<file path="src/rtl/strided_addr_gen.sv">
module strided_addr_gen #(
  parameter int AW = 32,
  parameter int CW = 22,
  parameter int FW = 14
) (
  input  logic          clk,
  input  logic          rst_n,
  input  logic          start,
  input  logic [31:0]   cfg_word,
  input  logic          stride_en,
  input  logic [AW-1:0] base_addr,
  input  logic [CW-1:0] byte_count,
  input  logic          beat_ready,
  output logic [AW-1:0] addr_out,
  output logic [1:0]    size_out,
  output logic          valid,
  output logic          last
);
  localparam logic [1:0] M_INC = 2'd0, M_DEC = 2'd1, M_HOLD = 2'd2, M_BURST = 2'd3;

  logic [1:0]    sz_q, mode_q;
  logic [FW-1:0] blk_q, str_q, inb_q;
  logic          se_q, valid_q;
  logic [AW-1:0] addr_q, bstart_q;
  logic [CW:0]   rem_q;

  wire [1:0]  sz_in   = cfg_word[31:30];
  wire [CW:0] padded  = {1'b0, byte_count} + ((CW+1)'(1) << sz_in) - (CW+1)'(1);
  wire [CW:0] beats   = padded >> sz_in;

  wire [AW-1:0] unit     = AW'(1) << sz_q;
  wire          wrap_en  = (blk_q != '0) && (se_q || mode_q == M_BURST);
  wire          blk_end  = wrap_en && (inb_q == blk_q - FW'(1));
  wire [AW-1:0] next_blk = bstart_q + (se_q ? AW'(str_q) : '0);
  wire          accept   = valid_q && beat_ready;

  logic [AW-1:0] stepped;
  always_comb begin
    case (mode_q)
      M_DEC:   stepped = addr_q - unit;
      M_HOLD:  stepped = addr_q;
      default: stepped = addr_q + unit;
    endcase
  end

  always_ff @(posedge clk or negedge rst_n) begin
    if (!rst_n) begin
      sz_q <= '0; mode_q <= '0; blk_q <= '0; str_q <= '0; se_q <= 1'b0;
      addr_q <= '0; bstart_q <= '0; inb_q <= '0; rem_q <= '0; valid_q <= 1'b0;
    end else if (start) begin
      sz_q     <= sz_in;
      mode_q   <= cfg_word[29:28];
      blk_q    <= cfg_word[27:14];
      str_q    <= cfg_word[13:0];
      se_q     <= stride_en;
      addr_q   <= base_addr;
      bstart_q <= base_addr;
      inb_q    <= '0;
      rem_q    <= beats;
      valid_q  <= (beats != '0);
    end else if (accept) begin
      rem_q <= rem_q - (CW+1)'(1);
      if (rem_q == (CW+1)'(1)) valid_q <= 1'b0;
      if (blk_end) begin
        addr_q   <= next_blk;
        bstart_q <= next_blk;
        inb_q    <= '0;
      end else begin
        addr_q <= stepped;
        inb_q  <= inb_q + FW'(1);
      end
    end
  end

  assign addr_out = addr_q;
  assign size_out = sz_q;
  assign valid    = valid_q;
  assign last     = valid_q && (rem_q == (CW+1)'(1));
endmodule


</file>
<file path="config.mk">
export PLATFORM = sky130hd
export DESIGN_NAME = strided_addr_gen
export DESIGN_NICKNAME = d
export VERILOG_FILES = /design/src/rtl/strided_addr_gen.sv
export SDC_FILE = /design/constraint.sdc
export NUM_CORES = 1
export LEC_CHECK = 0
export ABC_AREA = 1
export CAP_MARGIN = 10
export CORE_MARGIN = 2
export CORE_UTILIZATION = 35
export DETAILED_ROUTE_END_ITERATION = 10
export PLACE_DENSITY = 0.55
export SLEW_MARGIN = 20
export SYNTH_ARGS = -nofsm -noshare
export SYNTH_HDL_FRONTEND = slang
export SYNTH_SLANG_ARGS = --single-unit
</file>
<file path="constraint.sdc">
create_clock -name clk -period 10.7 [get_ports clk]
set_clock_uncertainty 0.05 [all_clocks]
set_input_delay 2.14 -clock clk [delete_from_list [all_inputs] [get_ports clk]]
set_output_delay 2.14 -clock clk [all_outputs]
set_load 0.01 [all_outputs]
</file>
==> flow_summary_export.csv <==
group,metric,value,unit
power,power_frac_seq,28.9,%
synth,async_reset_ff_share,100.0,%
cts,postCtsSetupRepairBufs,0,
worst_hold_path,whs_path_depth,2,
global_route,grt.total_usage,22.47,%
timing,holdWs,420.5,ps
final_layout,nets,2361,
power,powerDensity,160.7,mW/mm^2
cts,ctsRootBufferMaster,"clkbuf_16",
place,hpwl,32.58,mm
detailed_routing,drt-initial-drc-count,910,
floorplanning,die_h,195.3,um
setup_path,ff2ff_path_depth,15,
timing,slew_headroom,38.87,%
synth,synth-main-ff-cell,"dfrtp_1",
power,power_leakage,7.812,nW
setup_path,worst_ep_required_time,10990,ps
detailed_routing,routedWlPerCell,15.69,um
job,drv_cap,0,
cts,cts_tree,"yes",
detailed_routing,drtPass1Iterations,5,
synth,netlist_area,0.01280,mm^2
setup_path,endpoint_kind,"register",
floorplanning,rows,70,
synth,ys_ff_latch,135,
power,peakVddDrop,0.1148,mV
setup_path,crit_path_start_kind,"input pin",
detailed_routing,drc_errors,0,
detailed_routing,vias,13330,
worst_hold_path,hold_class,"reg -> reg",
timing,timing.final.crit_share,57.59,%
global_route,antenna_found_initial,0,
timing,grt_setup_unrepaired,"no",
final_layout,drive_gt1_share,3.490,%
power,switchingPower,1.009,mW
place,place_ws,4076,ps
floorplanning,num_io_pins,127,
timing,layout_min_cycle_time,6162,ps
timing,hold_violations,0,
setup_path,crit_path_max_fanout,26,
synth,synth_cell_types,48,
power,power,2.423,mW
global_route,grt_pass1_vias,13010,
floorplanning,dieArea,0.03813,mm^2
cts,cts_hold_buffers,0,
global_route,overflow,0,
place,gp_congestion,0.9162,
floorplanning,die-width,195.3,um
timing,tightestPinTransition,914.1,ps
detailed_routing,routed_via_density,4.985,
cts,numCtsBuffers,17,
cts,clk_latency,450,ps
setup_path,critical_path_class,"in -> reg",
synth,avgSynthCellArea,6.106,um^2
power,clkPwrFrac,26.8,%
final_layout,diodes,0,
synth,synth-edff-count,0,
cts,clk_pin_slew_worst_paths,70,ps
timing,fmax,162.3,MHz
timing,finalSetupViolations,0,
place,portBuffers,126,
global_route,grt_pass1_wl,68.02,mm
synth,synthCells,2097,
timing,slew_violations,0,
run_status,status,"finished, final reports clean",
cts,htree_levels,4,
timing,tns,0,ps
power,combPwrFrac,44.3,%
global_route,grt_max_degree,75,
cts,cts_sinks,135,
cts,cts_buffer_depth,2,
synth,ys.warnings.count,0,
power,power_switching_share,41.63,%
timing,layout_setup_ws,4538,ps
power,intPower,1.414,mW
synth,synth_nets,2265,
cts,ctsResizeCount,0,
final_layout,area_growth,17.73,%
detailed_routing,drt_wl_total,41.96,mm
setup_path,crit_arrival,6450,ps
floorplanning,placeableCoreArea,0.03635,mm^2
floorplanning,start_util,35.23,%
synth,ys_seq_area_share,26.38,%
detailed_routing,final_antenna_net_count,0,
-- sequential cells by signal (all words and copies together) (netlist names) --
name and count:
inb_q 14, bstart_q 32, size_out 2, str_q 14
valid 1, se_q 1, rem_q 23, blk_q 14
addr_out 32, mode_q 2
-- power groups by stage --
stage | Clock, mW | Combinational [mW] | Sequential (mW)
after global placement | 0 | 1.06 | 0.708
after CTS | 0.664 | 1.07 | 0.700
final | 0.650 | 1.07 | 0.700
after global routing | 0.682 | 1.22 | 0.714
after floorplan | 0 | 0.705 | 0.701
after detailed placement | 0 | 1.06 | 0.709
-- final cells by class --
class	instances	area, um^2
Fill cell	3917	21270
Multi-Input combinational cell	1626	8128
Sequential cell	135	3378
Timing Repair Buffer	130	1290
Inverter	283	1065
Tap cell	468	585.6
Clock buffer	17	425.4
Clock inverter	15	202.7
-- cells by family after synthesis --
group                      after synthesis  synth area share, %
and+or+nand+nor                       1242                40.81
buffers and inverters                  336                10.16
AOI/OAI and AO/OA                      236                9.967
DFF                                    135                26.38
adders and majority gates               77                7.700
xor gates and xnor gates                70                4.895
muxes                                    1              0.08794
-- synth_stat cells, types with 3 or more instances --
cell type / number / area share (%)
nand2_1: 764 / 22
inv_1: 277 / 8.1
nand3_1: 194 / 7.6
nor2_1: 165 / 4.8
dfrtp_1: 135 / 26
o21ai_0: 110 / 4.3
a21oi_1: 85 / 3.3
ha_1: 74 / 7.2
xor2_1: 48 / 3.3
nand4_1: 40 / 2.0
clkbuf_1: 32 / 0.94
nor3_1: 29 / 1.1
xnor2_1: 21 / 1.4
nor4_1: 11 / 0.54
or2_2: 10 / 0.49
buf_2: 9 / 0.35
buf_1: 8 / 0.23
a31oi_1: 7 / 0.34
nand2_2: 7 / 0.34
o221ai_1: 7 / 0.48
a21o_1: 6 / 0.35
nand3b_1: 6 / 0.35
o211ai_1: 6 / 0.35
nor2_2: 5 / 0.24
inv_2: 4 / 0.12
fa_1: 3 / 0.47
nor2_4: 3 / 0.26
nor3_2: 3 / 0.23
o21a_1: 3 / 0.18
o22ai_1: 3 / 0.15
-- layout by cell type, fill, tap and decap left out, drive strengths merged, types with 41 or more instances in the layout --
cell type	count
nand2	772
inv	283
nand3	195
nor2	173
dfrtp	135
clkdlybuf4s50	124
o21ai	112
a21oi	85
ha	74
xor2	48
nand4	41
-- worst max-delay path, stage by stage --
cell and delay [ps]:
clkdlybuf4s50_1 890, inv_1 760, nand2_1 190, ha_1 230
inv_1 50, ha_1 220, inv_1 70, fa_1 390
inv_1 110, nand2_1 90, nor2_1 150, nand2_1 90
nand3_1 110, nand3_1 110, nand3_1 120, nand3_1 100
nand3_1 110, nand2_1 90, nor2_1 110, nand3_1 70
nor2_1 80, nand2_1 50, nand2_1 50, nand2_1 50
-- through the flow --
step / instance area (um^2) / std cells / util, %
after floorplan: 12800 / 2097 / -
after global placement: 14450 / 2642 / 39.75
after detailed placement: 14450 / 2642 / 39.75
after CTS: 15070 / 2674 / 41.47
after global routing: 15070 / 2674 / 41.47
final: 15070 / 2674 / 41.47
-- per-layer routing --
layer | vias up | track usage (%) | share of wire (%)
met5 | - | 0 | 0
li1 | 6910 | - | -
met4 | 0 | 5.202 | 1.4
met3 | 32 | 3.472 | 4.3
met1 | 6117 | 31.13 | 49
met2 | 270 | 36.79 | 45
-- worst paths after layout --
path,endpoint,start,slack (ps)
min reg2reg,str_q[11],str_q[11],420
min in group asynchronous,inb_q[10],rst_n,1690
max,valid,cfg_word[30],4540
max reg2reg,addr_out[19],blk_q[0],6200
max in group asynchronous,addr_out[5],rst_n,7530
min,str_q[11],str_q[11],420
Note: power is estimated with default switching activity, not from simulation.
